==> config.mk <==
export PLATFORM = sky130hd
export DESIGN_NAME = isa_reg_legalizer
export DESIGN_NICKNAME = d
export VERILOG_FILES = /design/src/rtl/isa_legal_pkg.sv /design/src/rtl/isa_write_filter.sv /design/src/rtl/isa_flush_fsm.sv /design/src/rtl/isa_reg_legalizer.sv
export SDC_FILE = /design/constraint.sdc
export NUM_CORES = 1
export LEC_CHECK = 0
export BUFFER_PORTS_ARGS = -buffer_cell sky130_fd_sc_hd__buf_4
export CORE_MARGIN = 2
export CORE_UTILIZATION = 27
export CTS_CLUSTER_DIAMETER = 60
export DETAILED_ROUTE_END_ITERATION = 8
export PLACE_DENSITY_LB_ADDON = 0.2
export SYNTH_ARGS = -nofsm -noshare
export SYNTH_HDL_FRONTEND = slang
export SYNTH_SLANG_ARGS = --single-unit
==> constraint.sdc <==
create_clock -name clk -period 4.1 [get_ports clk]
set_input_delay 0.82 -clock clk [delete_from_list [all_inputs] [get_ports clk]]
set_output_delay 0.82 -clock clk [all_outputs]
set_load 0.005 [all_outputs]
==> src/rtl/isa_legal_pkg.sv <==
package isa_legal_pkg;
    localparam int BIT_A = 0;
    localparam int BIT_C = 2;
    localparam int BIT_D = 3;
    localparam int BIT_E = 4;
    localparam int BIT_F = 5;
    localparam int BIT_I = 8;
    localparam int BIT_M = 12;
    localparam int BIT_S = 18;
    localparam int BIT_U = 20;

    typedef enum logic [0:0] {
        ST_IDLE  = 1'b0,
        ST_FLUSH = 1'b1
    } flush_state_e;
endpackage

==> src/rtl/isa_write_filter.sv <==
module isa_write_filter
    import isa_legal_pkg::*;
#(
    parameter int XLEN = 32
) (
    input  logic [XLEN-1:0] wr_data,
    input  logic [XLEN-1:0] hart_mask,
    input  logic [XLEN-1:0] cur_isa,
    input  logic [XLEN-1:0] next_pc,
    input  logic            wr_allow,
    output logic            accept,
    output logic [XLEN-1:0] legal_value
);
    localparam int BASE_LO = XLEN - 2;

    function automatic logic [XLEN-1:0] known_letters();
        logic [XLEN-1:0] k;
        k = '0;
        k[BIT_A] = 1'b1;
        k[BIT_C] = 1'b1;
        k[BIT_D] = 1'b1;
        k[BIT_E] = 1'b1;
        k[BIT_F] = 1'b1;
        k[BIT_I] = 1'b1;
        k[BIT_M] = 1'b1;
        k[BIT_S] = 1'b1;
        k[BIT_U] = 1'b1;
        return k;
    endfunction

    localparam logic [XLEN-1:0] KEEP = known_letters();

    logic [XLEN-1:0] trimmed;

    always_comb begin
        accept  = wr_allow && wr_data[BIT_I] && !wr_data[BIT_E];
        trimmed = wr_data & hart_mask & KEEP;
        if (!trimmed[BIT_F]) begin
            trimmed[BIT_D] = 1'b0;
        end
        if (trimmed[BIT_C] && (next_pc[1:0] != 2'b00)) begin
            trimmed[BIT_C] = 1'b0;
        end
        legal_value = {cur_isa[XLEN-1:BASE_LO], trimmed[BASE_LO-1:0]};
    end
endmodule

==> src/rtl/isa_flush_fsm.sv <==
module isa_flush_fsm
    import isa_legal_pkg::*;
#(
    parameter int              XLEN      = 32,
    parameter logic [XLEN-1:0] RESET_VAL = '0
) (
    input  logic            clk,
    input  logic            rst_n,
    input  logic            commit,
    input  logic [XLEN-1:0] next_value,
    output logic [XLEN-1:0] isa_q,
    output logic            flush
);
    flush_state_e state, state_nx;
    logic         differs;

    assign differs = commit && (next_value != isa_q);

    always_comb begin
        state_nx = state;
        unique case (state)
            ST_IDLE:  state_nx = differs ? ST_FLUSH : ST_IDLE;
            ST_FLUSH: state_nx = differs ? ST_FLUSH : ST_IDLE;
            default:  state_nx = ST_IDLE;
        endcase
    end

    always_ff @(posedge clk or negedge rst_n) begin
        if (!rst_n) begin
            state <= ST_IDLE;
            isa_q <= RESET_VAL;
        end else begin
            state <= state_nx;
            if (differs) begin
                isa_q <= next_value;
            end
        end
    end

    always_comb begin
        unique case (state)
            ST_FLUSH: flush = 1'b1;
            default:  flush = 1'b0;
        endcase
    end
endmodule

==> src/rtl/isa_reg_legalizer.sv <==
module isa_reg_legalizer
    import isa_legal_pkg::*;
#(
    parameter int              XLEN      = 32,
    parameter logic [XLEN-1:0] RESET_VAL = {2'b01, (XLEN-2)'('h141105)}
) (
    input  logic            clk,
    input  logic            rst_n,
    input  logic            wr_en,
    input  logic [XLEN-1:0] wr_data,
    input  logic [XLEN-1:0] hart_mask,
    input  logic            wr_allow,
    input  logic [XLEN-1:0] next_pc,
    output logic [XLEN-1:0] isa_value,
    output logic            icache_flush
);
    logic            accept;
    logic [XLEN-1:0] legal_value;

    isa_write_filter #(.XLEN(XLEN)) u_filter (
        .wr_data     (wr_data),
        .hart_mask   (hart_mask),
        .cur_isa     (isa_value),
        .next_pc     (next_pc),
        .wr_allow    (wr_allow),
        .accept      (accept),
        .legal_value (legal_value)
    );

    isa_flush_fsm #(.XLEN(XLEN), .RESET_VAL(RESET_VAL)) u_fsm (
        .clk        (clk),
        .rst_n      (rst_n),
        .commit     (wr_en && accept),
        .next_value (legal_value),
        .isa_q      (isa_value),
        .flush      (icache_flush)
    );
endmodule

* Word-level counts from Yosys, hierarchy flattened
Index checks and enable logic that the tools add are counted.
W data, S select, Z words.
** Word-level totals
- Output and inout bits :: 33
- Input bits :: 100
- Register bits after elaboration :: 10
** Cells by class
- Reductions and logical operators :: 7
- Bitwise logic cells :: 1
- Mux-type cells :: 4
- Equality and inequality tests :: 1
** Operator list (count)
- $and A21 B21 Y21 :: 1
- $ne A9 B9 Y1 :: 1
- $logic_and A1 B1 Y1 :: 5
- $mux W1 :: 4
- $reduce_bool A2 Y1 :: 1
- $logic_not A1 Y1 :: 1

* Depth between registers and ports, before layout
Gate-level depths: netlist of run 1.
- Depth in word-level cells :: 6
- Depth in mapped cells :: 5
- Mapped depth without buffers :: 5

* Hierarchy
From an unflattened synthesis of run 1, not the netlist that was laid out.
** Second synthesis, totals
- Cells, all modules :: 147
- Area total of the unflattened synthesis :: 1840.5 µm²
** By module, submodules not included
- isa_flush_fsm :: instances 1, area each 1584.0 µm², sequential area each 834.6 µm², cells each 112
- isa_write_filter :: instances 1, area each 250.2 µm², sequential area each 0.0 µm², cells each 34
- isa_reg_legalizer :: instances 1, area each 6.3 µm², sequential area each 0.0 µm², cells each 1

* Worst setup path before layout of run 1
OpenSTA, ideal clock, no wires.
- Kind :: input-to-reg
- From :: input next_pc[0]
- To :: register u_fsm.isa_q[8]
- Slack :: 2.211 ns
- Stages on the path :: 5
- Arrival :: 1.807 ns
- Buffers on the path :: 0
- Data required time :: 4.018 ns
- Cells stage by stage :: and4bb_1 > xor2_1 > nor2_1 > a31o_2 > mux2_4
** Between the ends
- Cells in the longest elaborated chain, start to end :: 5
** Ends and longest elaborated chain
- start, declared :: RTL line isa_reg_legalizer.sv:13 : input logic [XLEN-1:0] next_pc,
- $reduce_bool A2 Y1 :: RTL line isa_write_filter.sv:41 : if (trimmed[BIT_C] && (next_pc[1:0] != 2'b00)) begin
- $logic_and A1 B1 Y1 :: RTL line isa_write_filter.sv:41
- $mux W1 :: RTL line isa_write_filter.sv:41
- $ne A9 B9 Y1 :: RTL line isa_flush_fsm.sv:17 : assign differs = commit && (next_value != isa_q);
- $logic_and A1 B1 Y1 :: RTL line isa_flush_fsm.sv:17
- end signal, assigned :: RTL line isa_flush_fsm.sv:35 : isa_q <= next_value;
- end, declared :: RTL line isa_flush_fsm.sv:11 : output logic [XLEN-1:0] isa_q,
No other way between the ends.
A chain may end at the register's enable or synchronous reset.

* Worst setup path after layout of run 1
Ends and elaborated chain as after synthesis.

==> results of run 1 <==
[area by class of cell]
class	instances	area (µm²)	share of cell area
repair buffers	33	248	0.270
multi-input cells	59	338	0.368
clock buffers	4	26.3	0.0286
inverters	3	11.3	0.0123
well taps	30	37.5	0.0409
flip-flops and latches	10	258	0.281
[cells by family after synthesis]
logic type	synth area share
AO/OA/AOI/OAI	0.0411
XOR/XNOR	0.113
buffers and inverters	0.263
flip-flops	0.368
multiplexers	0.0661
other	0.0107
AND/OR/NAND/NOR	0.139
[registers in the layout, summed over array words and instances (netlist names)]
name and count:
u_fsm.isa_q 9, u_fsm.state 1
[synthesized netlist by cell type, drive strengths merged]
library cell	count
dfrtp	4
nor4	1
and2	1
xor2	1
mux2	2
xnor2	8
inv	3
and4bb	1
nor2	1
nand2	11
mux2i	2
dfstp	6
o21ai	4
buf	23
nand4b	1
nor3	1
nand4	1
a31o	1
conb	2
[worst max path at each step]
stage / cells past startpoint / startpoint / end / slack (ps)
2_1_floorplan: 5 / next_pc[0] / u_fsm.isa_q[8]$_DFFE_PN1P_ / 2210
3_3_place_gp: 6 / next_pc[0] / u_fsm.isa_q[8]$_DFFE_PN1P_ / 2020
3_5_place_dp: 6 / next_pc[0] / u_fsm.isa_q[8]$_DFFE_PN1P_ / 2010
4_1_cts: 6 / next_pc[0] / u_fsm.isa_q[8]$_DFFE_PN1P_ / 2280
5_1_grt: 6 / next_pc[0] / u_fsm.isa_q[8]$_DFFE_PN1P_ / 2250
6_report: 6 / next_pc[0] / u_fsm.isa_q[8]$_DFFE_PN1P_ / 2290
[power groups by stage]
stage               registers (mW)  clock network (mW)  logic (mW)
global route                 0.133              0.0785      0.0928
CTS                          0.131              0.0739      0.0834
global placement             0.132                   0      0.0810
finish                       0.131              0.0706      0.0818
floorplan                    0.132                   0      0.0526
detailed placement           0.132                   0      0.0828
[stage by stage]
step | hold slack, ps | util | std cells | cell area, µm² | setup WS (ps)
floorplan | 472 | - | 95 | 779 | 2210
global placement | 475 | 0.360 | 135 | 892 | 2020
detailed placement | 483 | 0.360 | 135 | 892 | 2010
CTS | 370 | 0.371 | 139 | 918 | 2280
global route | 366 | 0.371 | 139 | 918 | 2250
finish | 369 | 0.371 | 139 | 918 | 2290
[per-layer routing]
layer,GRT usage,vias up,routed length [µm]
met5,0,-,0
met4,0.0366,0,8
met3,0.0296,2,146
met2,0.155,38,618
met1,0.111,238,541
li1,-,261,-
==> results_dict.tcl, run 1 <==
set metrics [dict create \
    ios 133 \
    clkLatencyLatePin_ps 260 \
    power.total_mw 0.283 \
    die_h_um 54.9 \
    finalSetupTns_ps 0 \
    ys_seq_area_frac 0.368 \
    wl_per_cell_um 9.45 \
    n_fill_cell 266 \
    synth_top_area_frac 0.246 \
    hp-class "in -> async" \
    worstReg2RegEnd "u_fsm.isa_q[8]$_DFFE_PN1P_" \
    routed_wl_um 1310 \
    p_sw_mw 0.0775 \
    root_buffer "clkbuf_4" \
    ant_nets 0 \
    synthCells 74 \
    start_kind "input port" \
    vias_per_cell 3.88 \
    period_needed_ps 1810 \
    vias 539 \
    clk_pin_slew_worst_paths_ps 70 \
    start_util 0.283 \
    cts_tree "done" \
    powerDensity_mw_per_mm2 308 \
    fp.dieW_um 54.9 \
    overflow 0 \
    crit_required_ps 4280 \
    skew_ps 7.98 \
    yosysUniqueCellTypes 20 \
    drc_errors 0 \
    rows 18 \
    dr.pass1.iters 4 \
    cts.htree.levels 1 \
    fmaxAchievable_mhz 553 \
    cts_setup_buffers 0 \
    synth_area_per_cell_um2 9.47 \
    p_leak_nw 0.499 \
    die-area_mm2 0.00302 \
    slew_violations 0 \
    cp-end-kind "flip-flop" \
    finalSetupViolCount 0 \
    synth_seq_cells 10 \
    drive_gt1_frac 0.431 \
    internal_power_mw 0.205 \
    crit_path_max_incr_delay_ps 310 \
    first_global_vias 515 \
    antenna_found_initial 0 \
    routabilityCongestion 0.694 \
    fin_crit_sh 0.441 \
    post_cts_resized 0 \
    cp_data_arrival_time_ps 1990 \
    cts_hold_buffers 0 \
    coreArea_mm2 0.00248 \
    layout_common_cells "buf_4, conb_1, nand2_1, xnor2_1, dfstp_2" \
    reg2reg_depth 4 \
    path_delay_family "simple AND/OR/NAND/NOR gates" \
    maxCapViolCount 0 \
    cts_max_path_buffers 2 \
    clkPwrFrac 0.250 \
    synth_top_area_cell "buf_4" \
    final_hold_viol_count 0 \
    final_net_count 210 \
    crit_type "in -> reg" \
    synth_area_um2 701 \
    crit_chain "buf_4, and4bb_1, xor2_1, nor2_1, a31o_2, mux2_4" \
    grt_pass1_wl_um 1990 \
    pwr-share-seq 0.461 \
    cp_max_fo 5 \
    crit_slowest_cell "mux2_4" \
    drtIter0Drc 4 \
    comb_power_share 0.289 \
    swShare 0.274 \
    cp.buffers_inverters 1 \
    ir_drop_mv 0.117 \
    n_antenna_cell 0 \
    grt_max_degree 11 \
    yosys_warnings 0 \
    reg2reg_slack_ps 2520 \
    rsz0062_at_grt "false" \
    outcome "completed" \
    area_delta_synth_final_pct 31.1 \
    r2r_start "u_fsm.isa_q[0]$_DFFE_PN1P_" \
    cts_inserted_buffers 3 \
    final_common_cell "buf_4" \
    grt_util_all_layers 0.0929 \
    cts_sinks 10 \
    yosys-top-cells-area "buf_4, dfstp_2, dfrtp_1" \
    io_buffers 33 \
]
Note: power is estimated with default switching activity, not from simulation.
==> inputs of run 2 (changes only) <==
CORE_UTILIZATION = 25   (was 27)
clock period = 1.8 ns   (was 4.1 ns; I/O delays follow)
==> results_dict.tcl, run 2 (same netlist as run 1, synthesis figures left out) <==
set metrics [dict create \
    outcome "completed" \
    dpl_cell_area_um2 901 \
    cts_max_path_buffers 2 \
    hold_slack_ps 343 \
    dr.pass1.iters 3 \
    overflow 0 \
    first_global_vias 506 \
    finalSetupTns_ps 0 \
    powerDensity_mw_per_mm2 692 \
    grt_max_degree 11 \
    start_kind "flip-flop" \
    cts_inserted_buffers 3 \
    fin_crit_sh 0.865 \
    crit_path_max_incr_delay_ps 550 \
    post-place-cells 137 \
    antenna_found_initial 0 \
    skew_ps 6.72 \
    coreArea_mm2 0.00271 \
    n_antenna_cell 0 \
    reg2reg_slack_ps 240 \
    route.met3.wl_um 169 \
    die_h_um 56.9 \
    drc_errors 0 \
    cp_max_fo 5 \
    final_hold_viol_count 0 \
    top_regs "u_fsm.isa_q (9), u_fsm.state (1)" \
    root_buffer "clkbuf_4" \
    crit_chain "xnor2_1, nor4_1, a31o_2, mux2_4" \
    drtIter0Drc 4 \
    stdcell_area_um2 937 \
    fp.dieW_um 56.9 \
    ios 133 \
    ir_drop_mv 0.337 \
    area_delta_synth_final_pct 33.8 \
    layout_common_cells "buf_4, conb_1, nand2_1, xnor2_1, dfstp_2" \
    cp-end-kind "flip-flop" \
    vias 528 \
    wl_met1_um 556 \
    crit_required_ps 1990 \
    wl_per_cell_um 9.55 \
    drive_gt1_frac 0.432 \
    dp_hpwl_um 1160 \
    cts_sinks 10 \
    grt_util_all_layers 0.0886 \
    cts.htree.levels 1 \
    final_net_count 212 \
    start_util 0.259 \
    post_cts_resized 0 \
    routabilityCongestion 0.615 \
    cts_setup_buffers 0 \
    registers.top_by_ff_count "u_fsm.isa_q" \
    largest_reg_flops 9 \
    dr.max_layer_used "met4" \
    cp_data_arrival_time_ps 1750 \
    vias_per_cell 3.72 \
    clkLatencyLatePin_ps 260 \
    routed_wl_um 1360 \
    rsz0062_at_grt "false" \
    period_needed_ps 1560 \
    crit_type "reg -> reg" \
    fin_util 0.346 \
    hp-class "in -> reg" \
    fmaxAchievable_mhz 642 \
    io_buffers 33 \
    met2_wirelength_um 605 \
    rows 19 \
    crit_slowest_cell "dfstp_2" \
    final_common_cell "buf_4" \
    cts_tree "done" \
    maxCapViolCount 0 \
    p_leak_nw 0.507 \
    instances_no_fill 142 \
    finalSetupViolCount 0 \
    clk_pin_slew_worst_paths_ps 60 \
    die-area_mm2 0.00324 \
    slew_violations 0 \
    grt_pass1_wl_um 2170 \
    ant_nets 0 \
]
run 2: cell count changes in the layout (fill, tap and decap cells not counted):
cell,delta
dlygate4sd3_1,+1
buf_4,+1
run 2: final cells by class:
class / instances / area, µm²
fill: 295 / 1770
multi-input combinational: 59 / 338
timing repair buffer: 35 / 265
sequential: 10 / 258
tap: 31 / 38.8
clock buffer: 4 / 26.3
inverter: 3 / 11.3
run 2: worst max-delay path, delay by kind of cell (launching register included):
kind / cells / cell delay, ps
simple gates: 1 / 280
compound gates: 1 / 280
xor+xnor: 1 / 70
mux: 1 / 310
flops: 1 / 550
run 2: stage by stage:
step / power [mW] / setup WS [ps]
finish: 0.648 / 242
global route: 0.693 / 158
global placement: 0.486 / 176
floorplan: 0.420 / 316
detailed placement: 0.489 / 174
CTS: 0.662 / 227
run 2: timing repair:
item	4_1_cts	5_1_grt
hold buffers	1	0
setup endpoints to repair	0	0
hold endpoints to repair	4	0
run 2: layer usage:
layer,track usage,up-vias
met5,0,-
met1,0.110,224
met2,0.130,35
met3,0.0363,4
li1,-,265
met4,0.0498,0
run 2: worst paths after layout:
path,end,start,depth (start not counted)
setup reg to reg,u_fsm.isa_q[8]$_DFFE_PN1P_,u_fsm.isa_q[0]$_DFFE_PN1P_,4
hold / removal,u_fsm.isa_q[8]$_DFFE_PN1P_,hart_mask[8],2
max in group asynchronous,u_fsm.isa_q[12]$_DFFE_PN1P_,rst_n,2
hold reg to reg,u_fsm.isa_q[20]$_DFFE_PN1P_,u_fsm.isa_q[20]$_DFFE_PN1P_,2
setup / recovery,u_fsm.isa_q[8]$_DFFE_PN1P_,u_fsm.isa_q[0]$_DFFE_PN1P_,4
min in group asynchronous,u_fsm.isa_q[3]$_DFFE_PN0P_,rst_n,2
run 2: power breakdown:
part | switching, mW | leakage (nW) | internal [mW]
logic | 0.0734 | 0.376 | 0.115
clock network | 0.0790 | 0.0150 | 0.0856
registers | 0.0260 | 0.116 | 0.270
total | 0.178 | 0.507 | 0.470
